**src/rtl/bsp_pkg.sv**
```systemverilog
package bsp_pkg;

  localparam int unsigned INSN_W = 8;
  localparam int unsigned ADDR_W = 5;

  typedef enum logic [2:0] {
    TOP_KEEP,
    TOP_OPND,
    TOP_ONE,
    TOP_INV,
    TOP_AND_BL,
    TOP_OR_BL,
    TOP_XOR_BL
  } top_op_e;

  typedef enum logic [1:0] {
    PV_ZERO,
    PV_ONE,
    PV_TOP
  } push_val_e;

  // addressed-format operation field, insn[2:0]
  typedef enum logic [2:0] {
    AOP_AND_IN     = 3'd0,
    AOP_ANDN_IN    = 3'd1,
    AOP_AND_ST     = 3'd2,
    AOP_ANDN_ST    = 3'd3,
    AOP_AND_ST_P1  = 3'd4,
    AOP_ANDN_ST_P1 = 3'd5,
    AOP_STORE      = 3'd6,
    AOP_OUT        = 3'd7
  } aop_e;

  // stand-alone format, insn[3:0] of 0xF0..0xFF
  typedef enum logic [3:0] {
    XOP_RESTART = 4'h0,
    XOP_INVERT  = 4'h1,
    XOP_PAGE    = 4'h2,
    XOP_HOME    = 4'h3,
    XOP_PUSH0   = 4'h4,
    XOP_PUSH1   = 4'h5,
    XOP_PUSHC   = 4'h6,
    XOP_POP     = 4'h7,
    XOP_AND     = 4'h8,
    XOP_OR      = 4'h9,
    XOP_XOR     = 4'hA,
    XOP_CMP     = 4'hB,
    XOP_PAND    = 4'hC,
    XOP_POR     = 4'hD,
    XOP_PXOR    = 4'hE,
    XOP_PCMP    = 4'hF
  } xop_e;

  typedef struct packed {
    top_op_e             top_op;
    logic                opnd_store;
    logic                opnd_neg;
    logic                push;
    logic                pop;
    push_val_e           push_val;
    logic                store_wr;
    logic                out_wr;
    logic                restart;
    logic                page_inc;
    logic                page_home;
    logic [ADDR_W-1:0]   addr;
  } ctrl_t;

endpackage

```
**src/rtl/bsp_decode.sv**
```systemverilog
module bsp_decode
  import bsp_pkg::*;
#(
  parameter int unsigned ADDR_LIMIT = 30
) (
  input  logic              valid,
  input  logic [INSN_W-1:0] insn,
  output ctrl_t             ctrl
);

  logic [ADDR_W-1:0] fld;
  logic              is_ext;
  aop_e              aop;
  xop_e              xop;

  always_comb begin
    fld    = insn[INSN_W-1:INSN_W-ADDR_W];
    is_ext = (fld >= ADDR_W'(ADDR_LIMIT));
    aop    = aop_e'(insn[2:0]);
    xop    = xop_e'(insn[3:0]);

    ctrl          = '0;
    ctrl.top_op   = TOP_KEEP;
    ctrl.push_val = PV_ZERO;
    ctrl.addr     = fld;

    if (valid) begin
      if (!is_ext) begin
        case (aop)
          AOP_AND_IN:  ctrl.top_op = TOP_OPND;
          AOP_ANDN_IN: begin
            ctrl.top_op   = TOP_OPND;
            ctrl.opnd_neg = 1'b1;
          end
          AOP_AND_ST: begin
            ctrl.top_op     = TOP_OPND;
            ctrl.opnd_store = 1'b1;
          end
          AOP_ANDN_ST: begin
            ctrl.top_op     = TOP_OPND;
            ctrl.opnd_store = 1'b1;
            ctrl.opnd_neg   = 1'b1;
          end
          AOP_AND_ST_P1: begin
            ctrl.top_op     = TOP_OPND;
            ctrl.opnd_store = 1'b1;
            ctrl.push       = 1'b1;
            ctrl.push_val   = PV_ONE;
          end
          AOP_ANDN_ST_P1: begin
            ctrl.top_op     = TOP_OPND;
            ctrl.opnd_store = 1'b1;
            ctrl.opnd_neg   = 1'b1;
            ctrl.push       = 1'b1;
            ctrl.push_val   = PV_ONE;
          end
          AOP_STORE: begin
            ctrl.top_op   = TOP_ONE;
            ctrl.store_wr = 1'b1;
          end
          AOP_OUT: begin
            ctrl.top_op = TOP_ONE;
            ctrl.out_wr = 1'b1;
          end
          default: ctrl.top_op = TOP_KEEP;
        endcase
      end else begin
        case (xop)
          XOP_RESTART: ctrl.restart   = 1'b1;
          XOP_INVERT:  ctrl.top_op    = TOP_INV;
          XOP_PAGE:    ctrl.page_inc  = 1'b1;
          XOP_HOME:    ctrl.page_home = 1'b1;
          XOP_PUSH0: begin
            ctrl.push     = 1'b1;
            ctrl.push_val = PV_ZERO;
          end
          XOP_PUSH1: begin
            ctrl.push     = 1'b1;
            ctrl.push_val = PV_ONE;
          end
          XOP_PUSHC: begin
            ctrl.push     = 1'b1;
            ctrl.push_val = PV_TOP;
          end
          XOP_POP:     ctrl.pop    = 1'b1;
          XOP_AND:     ctrl.top_op = TOP_AND_BL;
          XOP_OR:      ctrl.top_op = TOP_OR_BL;
          XOP_XOR:     ctrl.top_op = TOP_XOR_BL;
          XOP_PAND: begin
            ctrl.top_op   = TOP_AND_BL;
            ctrl.push     = 1'b1;
            ctrl.push_val = PV_ONE;
          end
          XOP_POR: begin
            ctrl.top_op   = TOP_OR_BL;
            ctrl.push     = 1'b1;
            ctrl.push_val = PV_ONE;
          end
          XOP_PXOR: begin
            ctrl.top_op   = TOP_XOR_BL;
            ctrl.push     = 1'b1;
            ctrl.push_val = PV_ONE;
          end
          default: ctrl.top_op = TOP_KEEP; // compare codes: no operation
        endcase
      end
    end
  end

endmodule

```
**src/rtl/bsp_stack.sv**
```systemverilog
module bsp_stack #(
  parameter int unsigned DEPTH = 8
) (
  input  logic clk,
  input  logic rst,
  input  logic push,
  input  logic pop,
  input  logic top_nxt,
  input  logic push_bit,
  output logic top,
  output logic below
);

  logic [DEPTH-1:0] stk_q, stk_d;

  always_comb begin
    stk_d = stk_q;
    if (push) begin
      stk_d[0] = push_bit;
      stk_d[1] = top_nxt;
      for (int i = 2; i < DEPTH; i++) stk_d[i] = stk_q[i-1];
    end else if (pop) begin
      for (int i = 0; i < DEPTH - 1; i++) stk_d[i] = stk_q[i+1];
      stk_d[DEPTH-1] = 1'b0;
    end else begin
      stk_d[0] = top_nxt;
    end
  end

  always_ff @(posedge clk) begin
    if (rst) stk_q <= DEPTH'(1);
    else     stk_q <= stk_d;
  end

  assign top   = stk_q[0];
  assign below = stk_q[1];

  AST_PUSH_LAYOUT: assert property (@(posedge clk) disable iff (rst)
    $past(!rst) && $past(push) |-> top == $past(push_bit) && below == $past(top_nxt));

  AST_POP_REVEALS: assert property (@(posedge clk) disable iff (rst)
    $past(!rst) && $past(pop) && !$past(push) |-> top == $past(below));

endmodule

```
**src/rtl/bsp_store.sv**
```systemverilog
module bsp_store
  import bsp_pkg::*;
#(
  parameter int unsigned PAGES = 4,
  parameter int unsigned CELLS = 30
) (
  input  logic              clk,
  input  logic              rst,
  input  logic [ADDR_W-1:0] addr,
  input  logic              wr,
  input  logic              wr_bit,
  input  logic              page_inc,
  input  logic              page_home,
  output logic              rd_bit
);

  localparam int unsigned PG_W  = (PAGES > 1) ? $clog2(PAGES) : 1;
  localparam int unsigned BITS  = PAGES * CELLS;
  localparam int unsigned IDX_W = $clog2(BITS);

  logic [PG_W-1:0]  page_q;
  logic [BITS-1:0]  cells_q;
  logic [IDX_W-1:0] idx;

  assign idx    = IDX_W'(page_q) * IDX_W'(CELLS) + IDX_W'(addr);
  assign rd_bit = cells_q[idx];

  always_ff @(posedge clk) begin
    if (rst)              page_q <= '0;
    else if (page_home)   page_q <= '0;
    else if (page_inc)    page_q <= (page_q == PG_W'(PAGES - 1)) ? '0 : page_q + 1'b1;
  end

  always_ff @(posedge clk) begin
    if (rst)     cells_q      <= '0;
    else if (wr) cells_q[idx] <= wr_bit;
  end

  AST_HOME_CLEARS: assert property (@(posedge clk) disable iff (rst)
    $past(!rst) && $past(page_home) |-> page_q == '0);

  AST_PAGE_WRAP: assert property (@(posedge clk) disable iff (rst)
    $past(!rst) && $past(page_inc) && !$past(page_home) && $past(page_q) == PG_W'(PAGES - 1)
    |-> page_q == '0);

  AST_PAGE_HOLD: assert property (@(posedge clk) disable iff (rst)
    $past(!rst) && !$past(page_inc) && !$past(page_home) |-> $stable(page_q));

endmodule

```
**src/rtl/bsp_core.sv**
```systemverilog
module bsp_core
  import bsp_pkg::*;
#(
  parameter int unsigned PC_W  = 10,
  parameter int unsigned IO_W  = 30,
  parameter int unsigned PAGES = 4,
  parameter int unsigned DEPTH = 8
) (
  input  logic              clk,
  input  logic              rst,
  output logic [PC_W-1:0]   rom_addr,
  input  logic [INSN_W-1:0] rom_data,
  input  logic [IO_W-1:0]   in_bus,
  output logic [IO_W-1:0]   out_bus
);

  logic [PC_W-1:0] pc_q;
  logic            exec_q;
  ctrl_t           ctrl;
  logic            st_rd, opnd, top, below, top_nxt, push_bit;
  logic [IO_W-1:0] out_q;

  bsp_decode #(.ADDR_LIMIT(IO_W)) u_dec (
    .valid (exec_q),
    .insn  (rom_data),
    .ctrl  (ctrl)
  );

  bsp_store #(.PAGES(PAGES), .CELLS(IO_W)) u_st (
    .clk       (clk),
    .rst       (rst),
    .addr      (ctrl.addr),
    .wr        (ctrl.store_wr),
    .wr_bit    (top),
    .page_inc  (ctrl.page_inc),
    .page_home (ctrl.page_home),
    .rd_bit    (st_rd)
  );

  bsp_stack #(.DEPTH(DEPTH)) u_stk (
    .clk      (clk),
    .rst      (rst),
    .push     (ctrl.push),
    .pop      (ctrl.pop),
    .top_nxt  (top_nxt),
    .push_bit (push_bit),
    .top      (top),
    .below    (below)
  );

  always_comb begin
    opnd = (ctrl.opnd_store ? st_rd : in_bus[ctrl.addr]) ^ ctrl.opnd_neg;
    case (ctrl.top_op)
      TOP_OPND:   top_nxt = top & opnd;
      TOP_ONE:    top_nxt = 1'b1;
      TOP_INV:    top_nxt = ~top;
      TOP_AND_BL: top_nxt = top & below;
      TOP_OR_BL:  top_nxt = top | below;
      TOP_XOR_BL: top_nxt = top ^ below;
      default:    top_nxt = top;
    endcase
    case (ctrl.push_val)
      PV_ONE:  push_bit = 1'b1;
      PV_TOP:  push_bit = top;
      default: push_bit = 1'b0;
    endcase
  end

  // fetch sequencer: one byte per clock, restart squashes the byte in flight
  always_ff @(posedge clk) begin
    if (rst) begin
      pc_q   <= '0;
      exec_q <= 1'b0;
    end else if (ctrl.restart) begin
      pc_q   <= '0;
      exec_q <= 1'b0;
    end else begin
      pc_q   <= pc_q + 1'b1;
      exec_q <= 1'b1;
    end
  end

  always_ff @(posedge clk) begin
    if (rst)              out_q              <= '0;
    else if (ctrl.out_wr) out_q[ctrl.addr]   <= top;
  end

  assign rom_addr = pc_q;
  assign out_bus  = out_q;

  AST_OUT_STABLE: assert property (@(posedge clk) disable iff (rst)
    $past(!rst) && !$past(ctrl.out_wr) |-> $stable(out_bus));

  AST_PC_STEP: assert property (@(posedge clk) disable iff (rst)
    $past(!rst) && !$past(ctrl.restart) |-> rom_addr == $past(rom_addr) + PC_W'(1));

  AST_RESTART_SQUASH: assert property (@(posedge clk) disable iff (rst)
    $past(!rst) && $past(ctrl.restart) |-> rom_addr == '0 && !exec_q);

  AST_PUSH_POP_EXCL: assert property (@(posedge clk) disable iff (rst)
    !(ctrl.push && ctrl.pop));

endmodule

```
**config.mk**
```make
export PLATFORM = sky130hd
export DESIGN_NAME = bsp_core
export DESIGN_NICKNAME = d
export VERILOG_FILES = /design/src/rtl/bsp_pkg.sv /design/src/rtl/bsp_decode.sv /design/src/rtl/bsp_stack.sv /design/src/rtl/bsp_store.sv /design/src/rtl/bsp_core.sv
export SDC_FILE = /design/constraint.sdc
export NUM_CORES = 1
export LEC_CHECK = 0
export ABC_AREA = 1
export CORE_AREA = 2 2 143 145
export CTS_CLUSTER_SIZE = 8
export DETAILED_ROUTE_END_ITERATION = 6
export DIE_AREA = 0 0 145 147
export GPL_ROUTABILITY_DRIVEN = 0
export PLACE_DENSITY = 0.66
export SYNTH_ARGS = -nofsm -noshare
export SYNTH_HDL_FRONTEND = slang
export SYNTH_SLANG_ARGS = --single-unit
```
**constraint.sdc**
```tcl
create_clock -name clk -period 2.8 [get_ports clk]
set_input_delay 0.28 -clock clk [delete_from_list [all_inputs] [get_ports clk]]
set_output_delay 0.28 -clock clk [all_outputs]
set_load 0.05 [all_outputs]
```
==> results.md <==
Worst setup path:
- The number of gates on the worst path with buffers counted is 25.
- The gate family responsible for the most delay along the worst path is simple AND/OR/NAND/NOR gates.
- Of all nets on the critical path, the largest fanout is 9.
- The slowest stage of the critical path belongs to the cell sky130_fd_sc_hd__fa_2.
- The worst setup path category is flip-flop to flip-flop.
- In this design, the stage delay of the slowest critical-path cell is about 550 ps.
- The critical path required time is between 3000 and 4000 ps.
- The arrival time at the worst endpoint is 3290 ps.
- In this run the register-to-register setup slack is -160 ps.
- Among the stages of the critical path, the cell type that occurs most often is sky130_fd_sc_hd__nand2_1.
- The number of buffers and inverters on the critical path is 5.
- The logic depth of the worst register-to-register path is 25.
- The worst setup path is captured at a flip-flop.
- The kind of start point of the critical path is a flip-flop.

Floorplanning:
- The width of the die is approximately 150 um.
- The full die area is 21,300 um2.
- From bottom edge to top edge, the die measures around 150 um.
- Once the floorplan was initialized, standard cells occupied 44.0% of the core.
- In this run the count of I/O pins placed on the die edge is 80.
- The placeable core area is 19,800 um2.
- The site row count is 52.

Finish:
- At the end of the flow, the number of nets in the layout was approximately 1,400.
- The count of cells in the finished layout, fillers not included, comes to 1,647.
- Of the cells placed in the final design, the portion with a size suffix greater than 1 is between 10% and 20%.
- The final instance area is 11,100 um2.
- 0 antenna diodes ended up in the layout.
- The layout overhead on the synthesized area is 27.0%.

Global route:
- Across every metal layer, demand over resource in global routing totals between 20% and 30%.
- Entering global routing, the biggest net connects 123 pins.
- The initial antenna violation count is 0.
- The first-pass GRT wire length is between 40 and 50 mm.
- The via count of the first global-routing pass was 8,164.
- The remaining global-route overflow is 0.

Clock tree:
- The sink count of the clock tree is roughly 170.
- The longest clock path from root to sink contains 2 buffers.
- The tree is rooted in a sky130_fd_sc_hd__clkbuf_16.
- The clock latency on the worst-skew pair is ~440 ps.
- The number of buffers added to fix hold violations after cts is 0.
- TritonCTS built the clock tree.
- The H-tree was split into 4 levels.
- The number of clock buffers added by TritonCTS is 17.
- Clock-pin slew was measured on the worst setup and hold paths at roughly 70 ps.

Power and ir drop:
- Cell internal power was estimated by the tool at a little over 4000 uW.
- Combinational logic burns 11.4% of the power.
- The analysis attributes to net switching a power of about 1500 uW.
- In this run, flip-flops and latches consume 43.9% of the power.
- The power density relative to cell area is about 500 nW/um2.
- The clock network accounts for between 40% and 50% of the total power.
- Net switching is roughly a quarter of the power.
- The worst-case IR drop observed on VDD is slightly above 400 uV.
- The leakage power summed over all cells is 0.00424 uW.

Yosys:
- The synthesis warning total is 0.
- The synthesized net count is around 1,300.
- In the synthesized netlist the dominant register cell turns out to be sky130_fd_sc_hd__dfxtp_1.
- The mean area per synthesized cell is around 7 um2.
- In this run the biggest area consumer among cell types represents 39.2% of the synthesized area.
- The number of enable flip-flop cells after synthesis is 0.
- The distinct cell type count of the synthesized netlist is 42.
- The mapped netlist covers roughly 8700 um2.
- The biggest area contributor in the post-synthesis netlist is sky130_fd_sc_hd__dfxtp_1.
- The gate count after technology mapping is around 1,300.
- In the synthesized netlist, the cells that appear most often are sky130_fd_sc_hd__nand2_1 (251), sky130_fd_sc_hd__nor2_1 (186), sky130_fd_sc_hd__dfxtp_1 (171).
- The portion of the post-synthesis area used by sequential elements is between 30% and 40%.
- In the synthesized netlist the async set-or-reset flop fraction comes to 0%.
- The synthesis-stage register bit count is approximately 170.
- Sorting the synthesized cells by area gives the leading types as sky130_fd_sc_hd__dfxtp_1 (39%), sky130_fd_sc_hd__nand2_1 (11%), sky130_fd_sc_hd__a21oi_1 (8.3%).
- sky130_fd_sc_hd__nand2_1 is the most common cell in the netlist.

Timing:
- Setup violations remaining at the end of the flow were counted as 2.
- Setup repair after global routing could not meet its margin everywhere.
- Measured against its own limit, the worst slew margin works out to 44.3%.
- In the finished design, the share of the clock period the worst path needs comes to 106%.
- For the pin with the worst max-slew slack, the measured transition is roughly 830 ps.
- The highest attainable clock frequency is about 340 MHz.
- The hold violation total from the final report is 0.
- The final-report max-slew violation count is 0.
- The clock period minus final worst setup slack is 2960 ps.
- Across the routed clock network, the largest skew measured is between 15 and 20 ps.
- The final worst-path setup slack is -159 ps.

Route:
- The number of remaining DRC errors is 0.
- Dividing the detail-routed via count by the number of cells gives roughly 5.4.
- For this run, the detailed router's first-pass iteration total came to 5.
- The count of routing violations after the opening detailed-route iteration is about 630.
- The detailed-route wire length is 25.6 mm.
- The routed layout has between 8,000 and 9,000 vias.
- The number of nets with antenna violations after routing is 0.
- After detailed routing, the average wire length per cell comes to 15.5 um.

Placement:
- The HPWL reported at the end of detailed placement is between 15 and 20 mm.
- After detailed placement, the total cell area comes to 10,300 um2.
- The worst-case setup slack after placement is -689 ps.
- In this run the tool buffered the top-level ports with a little under 80 buffer cells.
- The number of cells in the design after placement is 1,610.

Hold path:
- The number of stages on the worst hold path is 2.
- The class of the worst hold path is flip-flop to flip-flop.

Status:
- The final reports fail on setup timing.
- The run finished, with violations left.

Job:
- The max-cap violation count is 0.
state kept, by name, summed over array words and instances (netlist names):
name,count
u_stk.stk_q,8
out_bus,30
u_st.page_q,2
rom_addr,10
exec_q,1
u_st.cells_q,120
cells by family (layout without fill, tap and decap cells):
group | count (synthesis) | after routing | share of synthesized area [%]
compound gates | 349 | 349 | 22.8
xor+xnor | 9 | 9 | 1.07
simple gates | 545 | 545 | 26.1
buf+inv | 164 | 288 | 8.54
fa+ha+maj | 15 | 15 | 2.24
flops | 171 | 171 | 39.2
through the flow:
step	TNS, ps	util (%)	hold WS (ps)	total power (uW)
4_1_cts	-321	55.7	480	5610
5_1_grt	-683	55.9	498	5780
3_3_place_gp	-12640	51.8	447	3110
3_5_place_dp	-20400	51.8	470	3110
6_report	-243	55.9	470	5570
2_1_floorplan	0	-	373	2880
placed cells by master (no fill, tap or decap), types with 17 or more instances in the layout:
master,instances
sky130_fd_sc_hd__nand3_1,58
sky130_fd_sc_hd__nor2_1,183
sky130_fd_sc_hd__o311a_1,18
sky130_fd_sc_hd__clkbuf_16,17
sky130_fd_sc_hd__a21oi_1,143
sky130_fd_sc_hd__buf_12,19
sky130_fd_sc_hd__o21ai_0,129
sky130_fd_sc_hd__inv_1,69
sky130_fd_sc_hd__dfxtp_1,169
sky130_fd_sc_hd__buf_4,65
sky130_fd_sc_hd__a311oi_1,31
sky130_fd_sc_hd__nand2_1,245
sky130_fd_sc_hd__clkdlybuf4s50_1,78
path summary, 6_finish.rpt:
check / from / to
max: u_st.page_q[0]$_SDFFE_PP0P_ / u_stk.stk_q[0]$_SDFFE_PP1P_
min: u_stk.stk_q[7]$_SDFFE_PP0P_ / u_stk.stk_q[7]$_SDFFE_PP0P_
max reg2reg: u_st.page_q[0]$_SDFFE_PP0P_ / u_stk.stk_q[0]$_SDFFE_PP1P_
min reg2reg: u_stk.stk_q[7]$_SDFFE_PP0P_ / u_stk.stk_q[7]$_SDFFE_PP0P_
per-layer routing:
layer  part of all wire [%]  up-vias  track usage [%]
met5                      0        -                0
met4                    1.7        0             7.03
met3                    5.1       31             4.13
met2                     46      259             39.3
met1                     47     4120             32.7
li1                       -     4450                -
what timing repair did:
item	CTS	global route
setup buffers	4	1
pin swaps	8	5
setup endpoints to repair	32	63
cloned	1	0
gates resized for setup	20	18
layout make-up:
type	count	area [um2]
clock inverter	14	181
inverter	92	362
sequential	171	3430
multi-input combinational	918	4680
clock buffer	18	439
tap	270	338
timing repair buffer	164	1670
fill	1915	8750
power by group through the flow:
stage | sequential, uW | clock [uW] | combinational [uW]
2_1_floorplan | 2520 | 0 | 360
3_3_place_gp | 2500 | 0 | 603
3_5_place_dp | 2500 | 0 | 603
4_1_cts | 2450 | 2530 | 633
5_1_grt | 2450 | 2640 | 694
6_report | 2450 | 2490 | 637
worst reg2reg max path: stages, from the launching register on:
cell and delay, ps:
sky130_fd_sc_hd__dfxtp_2 330, sky130_fd_sc_hd__inv_2 50, sky130_fd_sc_hd__ha_4 260, sky130_fd_sc_hd__inv_2 40, sky130_fd_sc_hd__fa_2 550, sky130_fd_sc_hd__buf_6 130, sky130_fd_sc_hd__inv_4 40, sky130_fd_sc_hd__nor2_4 130
sky130_fd_sc_hd__buf_12 170, sky130_fd_sc_hd__nand3_1 140, sky130_fd_sc_hd__nand2_1 90, sky130_fd_sc_hd__nor2_1 50, sky130_fd_sc_hd__nand2_1 50, sky130_fd_sc_hd__nand3_1 70, sky130_fd_sc_hd__nand2_1 80, sky130_fd_sc_hd__nand2_1 60
sky130_fd_sc_hd__nand2_2 80, sky130_fd_sc_hd__o21bai_1 80, sky130_fd_sc_hd__nand2_1 80, sky130_fd_sc_hd__nand3_2 60, sky130_fd_sc_hd__nand2_1 60, sky130_fd_sc_hd__nand2_1 60, sky130_fd_sc_hd__nand2_2 70, sky130_fd_sc_hd__nand2_1 50
sky130_fd_sc_hd__nand2_1 50, sky130_fd_sc_hd__nand2_1 40
(Power assumes the default switching activity.)
